--- src/rtl/selfprog_pkg.sv ---
package selfprog_pkg;

  localparam int BYTE_W = 8;
  localparam int CMD_W  = 6;

  typedef enum logic [CMD_W-1:0] {
    CMD_IDLE  = 6'b000000,
    CMD_FILL  = 6'b000001,
    CMD_ERASE = 6'b000011,
    CMD_WRITE = 6'b000101,
    CMD_FUSE  = 6'b001001,
    CMD_CLEAR = 6'b010001,
    CMD_SIG   = 6'b100001
  } cmd_e;

  function automatic logic cmd_legal(input logic [CMD_W-1:0] v);
    case (v)
      CMD_FILL, CMD_ERASE, CMD_WRITE, CMD_FUSE, CMD_CLEAR, CMD_SIG: cmd_legal = 1'b1;
      default: cmd_legal = 1'b0;
    endcase
  endfunction

endpackage

--- src/rtl/selfprog_seq.sv ---
module selfprog_seq
  import selfprog_pkg::*;
#(
  parameter int STORE_WIN = 4,
  parameter int LOAD_WIN  = 3,
  parameter int PAGE_W    = 9
) (
  input  logic              clk,
  input  logic              rst,
  input  logic              cmd_we,
  input  logic [CMD_W-1:0]  cmd_wdata,
  input  logic              ee_busy,
  input  logic              st_strobe,
  input  logic              ld_strobe,
  input  logic [PAGE_W-1:0] page_in,
  input  logic              flash_done,
  output logic [CMD_W-1:0]  cmd_q,
  output logic              flash_req,
  output logic              flash_op,
  output logic [PAGE_W-1:0] flash_page,
  output logic              busy,
  output logic              fill_we,
  output logic              clr_all,
  output logic              fuse_take
);

  localparam int SW = $clog2(STORE_WIN + 1);
  localparam int LW = $clog2(LOAD_WIN + 1);

  logic [SW-1:0] st_cnt;
  logic [LW-1:0] ld_cnt;
  logic          wr_ok;
  logic          st_take;

  assign wr_ok     = cmd_we && !ee_busy && !busy && cmd_legal(cmd_wdata);
  assign st_take   = !busy && !wr_ok && st_strobe && !ee_busy && (st_cnt != '0);
  assign fuse_take = !busy && !wr_ok && ld_strobe && !ee_busy && (ld_cnt != '0)
                     && (cmd_q == CMD_FUSE);
  assign fill_we   = st_take && (cmd_q == CMD_FILL);
  assign clr_all   = st_take && (cmd_q == CMD_CLEAR);

  always_ff @(posedge clk) begin
    if (rst) begin
      cmd_q      <= '0;
      st_cnt     <= '0;
      ld_cnt     <= '0;
      busy       <= 1'b0;
      flash_req  <= 1'b0;
      flash_op   <= 1'b0;
      flash_page <= '0;
    end else begin
      flash_req <= 1'b0;
      if (busy) begin
        if (flash_done) begin
          busy  <= 1'b0;
          cmd_q <= '0;
        end
      end else if (wr_ok) begin
        cmd_q  <= cmd_wdata;
        st_cnt <= SW'(STORE_WIN);
        ld_cnt <= LW'(LOAD_WIN);
      end else if (st_take) begin
        st_cnt <= '0;
        ld_cnt <= '0;
        if (cmd_q == CMD_ERASE || cmd_q == CMD_WRITE) begin
          busy       <= 1'b1;
          flash_req  <= 1'b1;
          flash_op   <= (cmd_q == CMD_WRITE);
          flash_page <= page_in;
        end else begin
          cmd_q <= '0;
        end
      end else if (fuse_take) begin
        cmd_q  <= '0;
        st_cnt <= '0;
        ld_cnt <= '0;
      end else begin
        if (st_cnt != '0) st_cnt <= st_cnt - 1'b1;
        if (ld_cnt != '0) ld_cnt <= ld_cnt - 1'b1;
        if (st_cnt == SW'(1) ||
            (cmd_q == CMD_FUSE && ld_cnt == LW'(1))) begin
          cmd_q  <= '0;
          st_cnt <= '0;
          ld_cnt <= '0;
        end
      end
    end
  end

  // the register never holds an unlisted pattern
  p_cmd_legal_r2: assert property (@(posedge clk) disable iff (rst)
    (cmd_q == '0) || cmd_legal(cmd_q));

  // an armed idle command always has store window left
  p_armed_window_r3: assert property (@(posedge clk) disable iff (rst)
    (cmd_q != '0 && !busy) |-> (st_cnt != '0));

  // enable bit held for the whole flash operation
  p_en_held_r5: assert property (@(posedge clk) disable iff (rst)
    busy |-> cmd_q[0]);

  // request only accompanies a busy operation
  p_req_busy_r5: assert property (@(posedge clk) disable iff (rst)
    flash_req |-> busy);

  // fuse mode never outlives its read window
  p_fuse_window_r7: assert property (@(posedge clk) disable iff (rst)
    (cmd_q == CMD_FUSE) |-> (ld_cnt != '0));

  // nothing arms while the EEPROM is busy
  p_ee_no_arm_r9: assert property (@(posedge clk) disable iff (rst)
    (ee_busy && cmd_q == '0 && !busy) |=> (cmd_q == '0));

endmodule

--- src/rtl/selfprog_pagebuf.sv ---
module selfprog_pagebuf #(
  parameter int DATA_W     = 16,
  parameter int PAGE_WORDS = 64,
  parameter int IDX_W      = 6
) (
  input  logic              clk,
  input  logic              rst,
  input  logic              we,
  input  logic [IDX_W-1:0]  widx,
  input  logic [DATA_W-1:0] wdata,
  input  logic              clr,
  input  logic [IDX_W-1:0]  ridx,
  output logic [DATA_W-1:0] rdata
);

  logic [DATA_W-1:0]     mem [PAGE_WORDS];
  logic [PAGE_WORDS-1:0] valid;
  logic [DATA_W-1:0]     mem_q;
  logic                  vld_q;

  always_ff @(posedge clk) begin
    if (we) mem[widx] <= wdata;
    mem_q <= mem[ridx];
  end

  always_ff @(posedge clk) begin
    if (rst) begin
      valid <= '0;
      vld_q <= 1'b0;
    end else begin
      if (clr)     valid       <= '0;
      else if (we) valid[widx] <= 1'b1;
      vld_q <= valid[ridx];
    end
  end

  assign rdata = vld_q ? mem_q : {DATA_W{1'b1}};

  // a clear empties every entry
  p_clear_all_r10: assert property (@(posedge clk) disable iff (rst)
    clr |=> (valid == '0));

  // a fill marks its entry
  p_fill_marks_r4: assert property (@(posedge clk) disable iff (rst)
    (we && !clr) |=> valid[$past(widx)]);

endmodule

--- src/rtl/selfprog_rdsel.sv ---
module selfprog_rdsel
  import selfprog_pkg::*;
#(
  parameter int ADDR_W = 16
) (
  input  logic              clk,
  input  logic              rst,
  input  logic              ld_strobe,
  input  logic              fuse_take,
  input  logic [ADDR_W-1:0] ptr,
  input  logic [BYTE_W-1:0] flash_rdata,
  input  logic [BYTE_W-1:0] fuse_lo,
  input  logic [BYTE_W-1:0] fuse_hi,
  input  logic [1:0]        lock_bits,
  output logic [BYTE_W-1:0] ld_data
);

  logic [BYTE_W-1:0] cfg_byte;

  always_comb begin
    if (ptr == ADDR_W'(0))      cfg_byte = fuse_lo;
    else if (ptr == ADDR_W'(1)) cfg_byte = {{(BYTE_W-2){1'b1}}, lock_bits};
    else if (ptr == ADDR_W'(3)) cfg_byte = fuse_hi;
    else                        cfg_byte = {BYTE_W{1'b1}};
  end

  always_ff @(posedge clk) begin
    if (rst)            ld_data <= '0;
    else if (ld_strobe) ld_data <= fuse_take ? cfg_byte : flash_rdata;
  end

  // a plain load returns the flash byte
  p_plain_load_r8: assert property (@(posedge clk) disable iff (rst)
    (ld_strobe && !fuse_take) |=> (ld_data == $past(flash_rdata)));

endmodule

--- src/rtl/selfprog_ctrl.sv ---
module selfprog_ctrl
  import selfprog_pkg::*;
#(
  parameter int ADDR_W     = 16,
  parameter int DATA_W     = 16,
  parameter int PAGE_WORDS = 64,
  parameter int STORE_WIN  = 4,
  parameter int LOAD_WIN   = 3
) (
  input  logic                                    clk,
  input  logic                                    rst,
  input  logic                                    cmd_we,
  input  logic [5:0]                              cmd_wdata,
  output logic [5:0]                              cmd_state,
  input  logic                                    st_strobe,
  input  logic                                    ld_strobe,
  input  logic [ADDR_W-1:0]                       ptr,
  input  logic [DATA_W-1:0]                       st_wdata,
  input  logic                                    ee_busy,
  output logic                                    flash_req,
  output logic                                    flash_op,
  output logic [ADDR_W-$clog2(PAGE_WORDS)-2:0]    flash_page,
  input  logic                                    flash_done,
  output logic                                    flash_busy,
  input  logic [7:0]                              flash_rdata,
  input  logic [7:0]                              fuse_lo,
  input  logic [7:0]                              fuse_hi,
  input  logic [1:0]                              lock_bits,
  output logic [7:0]                              ld_data,
  input  logic [$clog2(PAGE_WORDS)-1:0]           pbuf_raddr,
  output logic [DATA_W-1:0]                       pbuf_rdata
);

  localparam int IDX_W  = $clog2(PAGE_WORDS);
  localparam int OFF_W  = IDX_W + 1;
  localparam int PAGE_W = ADDR_W - OFF_W;

  logic fill_we;
  logic clr_all;
  logic fuse_take;

  selfprog_seq #(
    .STORE_WIN (STORE_WIN),
    .LOAD_WIN  (LOAD_WIN),
    .PAGE_W    (PAGE_W)
  ) u_seq (
    .clk        (clk),
    .rst        (rst),
    .cmd_we     (cmd_we),
    .cmd_wdata  (cmd_wdata),
    .ee_busy    (ee_busy),
    .st_strobe  (st_strobe),
    .ld_strobe  (ld_strobe),
    .page_in    (ptr[ADDR_W-1:OFF_W]),
    .flash_done (flash_done),
    .cmd_q      (cmd_state),
    .flash_req  (flash_req),
    .flash_op   (flash_op),
    .flash_page (flash_page),
    .busy       (flash_busy),
    .fill_we    (fill_we),
    .clr_all    (clr_all),
    .fuse_take  (fuse_take)
  );

  selfprog_pagebuf #(
    .DATA_W     (DATA_W),
    .PAGE_WORDS (PAGE_WORDS),
    .IDX_W      (IDX_W)
  ) u_pbuf (
    .clk   (clk),
    .rst   (rst),
    .we    (fill_we),
    .widx  (ptr[IDX_W:1]),
    .wdata (st_wdata),
    .clr   (clr_all),
    .ridx  (pbuf_raddr),
    .rdata (pbuf_rdata)
  );

  selfprog_rdsel #(
    .ADDR_W (ADDR_W)
  ) u_rdsel (
    .clk         (clk),
    .rst         (rst),
    .ld_strobe   (ld_strobe),
    .fuse_take   (fuse_take),
    .ptr         (ptr),
    .flash_rdata (flash_rdata),
    .fuse_lo     (fuse_lo),
    .fuse_hi     (fuse_hi),
    .lock_bits   (lock_bits),
    .ld_data     (ld_data)
  );

  // a busy operation keeps its command against any write
  p_busy_locks_r6: assert property (@(posedge clk) disable iff (rst)
    (flash_busy && !flash_done) |=> $stable(cmd_state));

endmodule

--- config.mk ---
export PLATFORM = sky130hd
export DESIGN_NAME = selfprog_ctrl
export DESIGN_NICKNAME = d
export VERILOG_FILES = /design/src/rtl/selfprog_pkg.sv /design/src/rtl/selfprog_seq.sv /design/src/rtl/selfprog_pagebuf.sv /design/src/rtl/selfprog_rdsel.sv /design/src/rtl/selfprog_ctrl.sv
export SDC_FILE = /design/constraint.sdc
export NUM_CORES = 1
export LEC_CHECK = 0
export BUFFER_PORTS_ARGS = -buffer_cell sky130_fd_sc_hd__buf_2
export CAP_MARGIN = 20
export CORE_MARGIN = 2
export CORE_UTILIZATION = 45
export DETAILED_ROUTE_END_ITERATION = 8
export GPL_ROUTABILITY_DRIVEN = 0
export PLACE_DENSITY = 0.63
export SYNTH_ARGS = -nofsm -noshare
export SYNTH_HDL_FRONTEND = slang
export SYNTH_SLANG_ARGS = --single-unit
--- constraint.sdc ---
create_clock -name clk -period 3.54 [get_ports clk]
set_input_delay 0.708 -clock clk [delete_from_list [all_inputs] [get_ports clk]]
set_output_delay 0.708 -clock clk [all_outputs]
set_load 0.1 [all_outputs]
# Yosys cells after proc, flatten, opt, wreduce, memory -nomap -nowiden
# Memory sizes are Yosys's and may differ from the RTL's. A register that Yosys moved wholly into a read port is not among the register bits.
# Index checks and enable logic that the tools add are counted.
[op_classes] n_addsub=2 n_lt_le_gt_ge=3 n_eq_ne=17 muxes=34 n_bitwise=3 n_reduce_logical=33
[ops] operator="64-bit bitwise OR" n=1
[ops] operator="6-bit two-way mux" n=7
[ops] operator="8-bit two-way mux" n=4
[ops] operator="16-bit by 1-bit equality test with 1-bit output, second input constant" n=1
[ops] operator="16-bit by 2-bit equality test with 1-bit output, second input constant" n=1
[ops] operator="16-bit zero test" n=1
[ops] operator="16-bit two-way mux" n=1
[ops] operator="1-bit logical AND" n=15
[ops] operator="3-bit two-way mux" n=5
[ops] operator="5-bit nonzero test" n=3
[ops] operator="6-bit by 7-bit < comparator with 1-bit output, second input constant" n=2
[ops] operator="6-bit by 1-bit equality test with 1-bit output, second input constant" n=2
[ops] operator="6-bit by 2-bit equality test with 1-bit output, second input constant" n=2
[ops] operator="6-bit by 3-bit equality test with 1-bit output, second input constant" n=2
[ops] operator="6-bit by 4-bit equality test with 1-bit output, second input constant" n=2
[ops] operator="6-bit by 5-bit equality test with 1-bit output, second input constant" n=2
[ops] operator="1-bit two-way mux" n=10
[ops] operator="2-bit two-way mux" n=5
[ops] operator="1-bit binary-select mux with 6-bit select" n=1
[ops] operator="1-bit demux with 6-bit select" n=1
[ops] operator="6-bit equality test, second input constant" n=1
[ops] operator="6-bit by 1-bit greater-or-equal comparator with 1-bit output, second input constant" n=1
[ops] operator="6-bit OR reduction" n=1
[ops] operator="4-bit by 2-bit inequality test with 1-bit output, second input constant" n=1
[ops] operator="14 further kinds" n=20
[totals] regBits=96 ram_bits=1024 in_bits=77 output_inout_bits=42 elab_cells=103 mem_count=1
[mem_list] memory="u_pbuf.mem" depth=64 width=16 rd=1 rd_ports_with_merged_regs=1 wr=1 line_no="selfprog_pagebuf.sv:16" rtl="logic [DATA_W-1:0] mem [PAGE_WORDS];"

# Longest topological paths before layout
[logic_depth] word_depth=14 depth_mapped=10 mapped_depth_nobuf=8

# Modules after synthesis
# From an unflattened synthesis, not the netlist that was laid out.
[unflattened] cells_unflattened=2128 area_unflattened_um2=43943.4
[by_module_without_submodules] module="selfprog_pagebuf" instances=1 cells_each=1930 area_each_um2=42189.2 seq_area_each_um2=32371.0
[by_module_without_submodules] module="selfprog_seq" instances=1 cells_each=140 area_each_um2=1243.7 seq_area_each_um2=460.4
[by_module_without_submodules] module="selfprog_rdsel" instances=1 cells_each=58 area_each_um2=510.5 seq_area_each_um2=160.2

# Worst setup path after synthesis
# No wires, ideal clock.
[synth_timing] path_type="flip-flop to flip-flop" from="register u_seq.cmd_q[0]" to="memory u_pbuf.mem[57][0], enable pin" setup_ns=0.388 arrival_time_ns=2.819 required_ns=3.152 path_slack_ns=0.332 path_stages_with_launch=7 path_buffers=1 period_less_slack_ns=3.208 path_cell_list="dfxtp_1 > nor2b_1 > and4bb_1 > buf_4 > and3_1 > nand2_1 > nor2_1"
[synth_via] elab_chain_len=4
[synth_rtl] item="start, declared" line_no="selfprog_seq.sv:17" rtl="output logic [CMD_W-1:0] cmd_q,"
[synth_rtl] item="start signal, assigned" line_no="selfprog_seq.sv:59" rtl="cmd_q <= cmd_wdata;"
[synth_rtl] item="6-bit by 1-bit equality test with 1-bit output" line_no="selfprog_seq.sv:39" rtl="assign fill_we = st_take && (cmd_q == CMD_FILL);"
[synth_rtl] item="1-bit logical AND" line_no="selfprog_seq.sv:39"
[synth_rtl] item="1-bit two-way mux" line_no="selfprog_pagebuf.sv:22" rtl="if (we) mem[widx] <= wdata;"
[synth_rtl] item="1-bit two-way mux (not written as such)" line_no="selfprog_pagebuf.sv:22"
[synth_rtl] item="end, declared" line_no="selfprog_pagebuf.sv:16"
# No other way between the ends.

# Final worst setup path
[layout_timing] from="register u_seq.st_cnt[0]" to="memory u_pbuf.mem[23][3], enable pin"
[layout_via] elab_chain_len=5
[layout_rtl] item="start, declared" line_no="selfprog_seq.sv:30" rtl="logic [SW-1:0] st_cnt;"
[layout_rtl] item="start signal, assigned" line_no="selfprog_seq.sv:60" rtl="st_cnt <= SW'(STORE_WIN);"
[layout_rtl] item="start signal, assigned" line_no="selfprog_seq.sv:78" rtl="if (st_cnt != '0) st_cnt <= st_cnt - 1'b1;"
[layout_rtl] item="3-bit nonzero test" line_no="selfprog_seq.sv:36" rtl="assign st_take = !busy && !wr_ok && st_strobe && !ee_busy && (st_cnt != '0);"
[layout_rtl] item="1-bit logical AND" line_no="selfprog_seq.sv:36"
[layout_rtl] item="1-bit logical AND" line_no="selfprog_seq.sv:39"
[layout_rtl] item="1-bit two-way mux" line_no="selfprog_pagebuf.sv:22"
[layout_rtl] item="1-bit two-way mux (not written as such)" line_no="selfprog_pagebuf.sv:22"
# No other way between the ends.

==> results.toml <==
[critical_path]
critPathLaunchType = "flip-flop"
crit-reg2reg-launch = "u_seq.st_cnt[0]"
worstPathCellList = "inv_1, ha_1, nand2b_1, nand3_1, and4bb_1, nand4b_2, buf_4, nor2_1, buf_4"
crit_type = "reg2reg"
critPathSlowestCell = "and4bb_1"
worstSetupStartpoint = "u_seq.st_cnt[0]"
arrival_ps = 3360
endpoint_kind = "flip-flop"
critPathMaxFanout = 9
cpPeakStageDelay_ps = 490
cpMostUsedCell = "buf_4"
critical_path_buf_inv_count = 3
path_delay_family = "simple AND/OR/NAND/NOR gates"
worstPathRequired_ps = 3910

[global_routing]
gr-usage-met2_pct = 38.1
met3_usage_pct = 3.80
grt_pass1_vias = 23702
busiest_layer = "met2"
gr-usage-all-layers_pct = 23.9
grt.overflow.total = 0
grt_pass1_wl_mm = 171
grt_max_degree = 65
antenna_found_initial = 6
use_met1_pct = 34.3

[synth]
synth_xor_area_share_pct = 0.0198
synth.top_cells.by_area = "edfxtp_1 70%, mux4_2 13%, dfxtp_1 5.1%"
avgSynthCellArea_sq_um = 19.7
ys.flop_type = "edfxtp_1"
yosysSeqAreaShare_pct = 74.7
syn-num-nets = 2320
synth_compound_area_share_pct = 4.89
synthSimpleGateAreaFrac_pct = 3.95
synth.largest_area_cell = "edfxtp_1"
synth_most_common_cell = "edfxtp_1"
synth_top_family_by_area = "multiplexers"
async_flop_share_pct = 0
synth_cells = 2238
synth_edf_count = 1024
yosysUniqueCellTypes = 65
synth.top_cell.area_share_pct = 69.7
synth_mux_area_share_pct = 14.7
synthAdderAreaFrac_pct = 0.142
ys_warn_count = 0
synth.ff_latch_count = 1136
synthTopCellsByCount = "1024 x edfxtp_1, 261 x mux4_2, 115 x nor2_1, 112 x dfxtp_1, 61 x nand2_1"
syn_area_sq_um = 44100

[timing]
fin_worst_skew_ps = 26.4
slew_violations = 0
setup_viol = 0
hold_violations = 0
rsz0062_at_grt = "false"
timing.final.crit_share_pct = 84.6
max_freq_mhz = 334
maxSlewHeadroom_pct = 33.4
fin_crit_ps = 2990
tightestPinTransition_ps = 1000
tns_ps = 0

[die]
die_height_um = 317
rows = 114
initial_core_util_pct = 45.5
die_area_sq_um = 101000
ios = 119
core-area_sq_um = 97000
die_w_um = 317

[cells_and_area]
synthToLayoutAreaGrowth_pct = 16.9
fillers = 7583
layout-drive-gt1-share_pct = 30.2
nNetsFinal = 2635
utilization_pct = 53.2

[routing]
drtIter0Drc = 2991
wl_mm = 119
dr.pass1.iters = 6
vias = 23858
drc = 0
wire_per_inst_um = 30.3
vias_per_cell = 6.07
ant_nets = 0

[pwr]
combPwrFrac_pct = 6.5
power_density_nw_per_um2 = 554
switching_share_pct = 21.8
p_clk_share_pct = 42.1
power_leakage_uw = 0.0169
peakVddDrop_mv = 0.465
power_frac_seq_pct = 51.4
p_sw_uw = 6240
power.internal_uw = 22300

[clock_tree]
clockBufferDepth = 3
cts_resized = 0
hold_buffers = 0
cts.htree.levels = 3
numCtsBuffers = 112
cts_root_buf = "clkbuf_16"
cts_tree = "yes"
clk_latency_ps = 700
postCtsSetupBuffers = 0
cts.clk_slew.worst_paths_ps = 60
clock-sinks = 1136

[min_path]
min_from = "cmd_wdata[4]"
hp-class = "in2reg"

[run_status]
status = "finished, final reports clean"

[place]
port_buffers = 118
hpwl_mm = 76.0

[flow_run]
max-cap-violations = 0
layout by cell type, fill, tap and decap left out, drive strengths merged, types with 30 or more instances in the layout:
master / Yosys / final
mux2i: 47 / 47
clkbuf: 43 / 157
mux4: 261 / 261
o21ai: 37 / 37
nand2: 61 / 61
nor2b: 30 / 30
dfxtp: 112 / 112
edfxtp: 1024 / 1024
buf: 82 / 325
clkinv: 0 / 40
o21a: 48 / 48
a21oi: 55 / 55
nor2: 116 / 116
nand2b: 35 / 35
worst register-to-register path: stages, from the launching register on:
cell and delay [ps]:
dfxtp_1 370, inv_1 80, ha_1 200, nand2b_1 180, nand3_1 180, and4bb_1 490, nand4b_2 210, buf_4 270
nor2_1 380, buf_4 310
layer usage:
layer	wire (um)	vias to the layer above
li1	-	9881
met1	49200	12669
met2	56900	1142
met3	9050	166
met4	3820	0
met5	0	-
path summary, 6_finish.rpt:
check | to | cells after the start | slack (ps)
max reg2reg | u_pbuf.mem[23][3] | 9 | 550
min reg2reg | u_seq.flash_page[2] | 2 | 460
min | u_seq.cmd_q[4] | 2 | 260
max | u_pbuf.mem[23][3] | 9 | 550
per-stage QoR:
| stage | setup WS [ps] | hold slack (ps) | instance area (sq um) | std cells | power (uW) |
|---|---|---|---|---|---|
| detailed placement | 167 | 449 | 47800 | 3715 | 16800 |
| global route | 383 | 245 | 51600 | 3928 | 29400 |
| CTS | 524 | 227 | 51600 | 3928 | 28800 |
| floorplan | 332 | 431 | 44100 | 2238 | 16000 |
| finish | 547 | 261 | 51600 | 3931 | 28600 |
| global placement | 195 | 443 | 47800 | 3715 | 16800 |
state kept, by name, indices dropped and copies added, names as in the netlist:
name and count:
u_pbuf.mem 1024, u_pbuf.vld_q 1, u_seq.st_cnt 3, u_seq.busy 1, u_seq.flash_page 9, u_seq.flash_op 1
u_seq.flash_req 1, u_seq.cmd_q 6, u_pbuf.valid 64, u_pbuf.mem_q 16, u_rdsel.ld_data 8, u_seq.ld_cnt 2
logic make-up after synthesis:
kind of cell	count (synthesis)
fa+ha+maj	5
buf+inv	130
mux	320
xor+xnor	1
compound gates	310
flops	1136
simple gates	336
cell type report:
type	count	area, sq um	area share, %
antenna	3	7.51	0.0145
inverter	5	18.8	0.0364
clock buffer	156	3160	6.12
clock inverter	57	612	1.19
multi-input combinational	972	10500	20.3
sequential	1136	33000	63.9
timing repair buffer	326	2750	5.32
tap	1276	1600	3.09
power by group through the flow:
stage               registers, uW  logic (uW)  clock network [uW]
global route                14700        1960               12700
CTS                         14700        1860               12200
global placement            15000        1820                   0
floorplan                   15000         981                   0
detailed placement          15000        1850                   0
finish                      14700        1860               12000
Power figures use the tool's default switching activity.
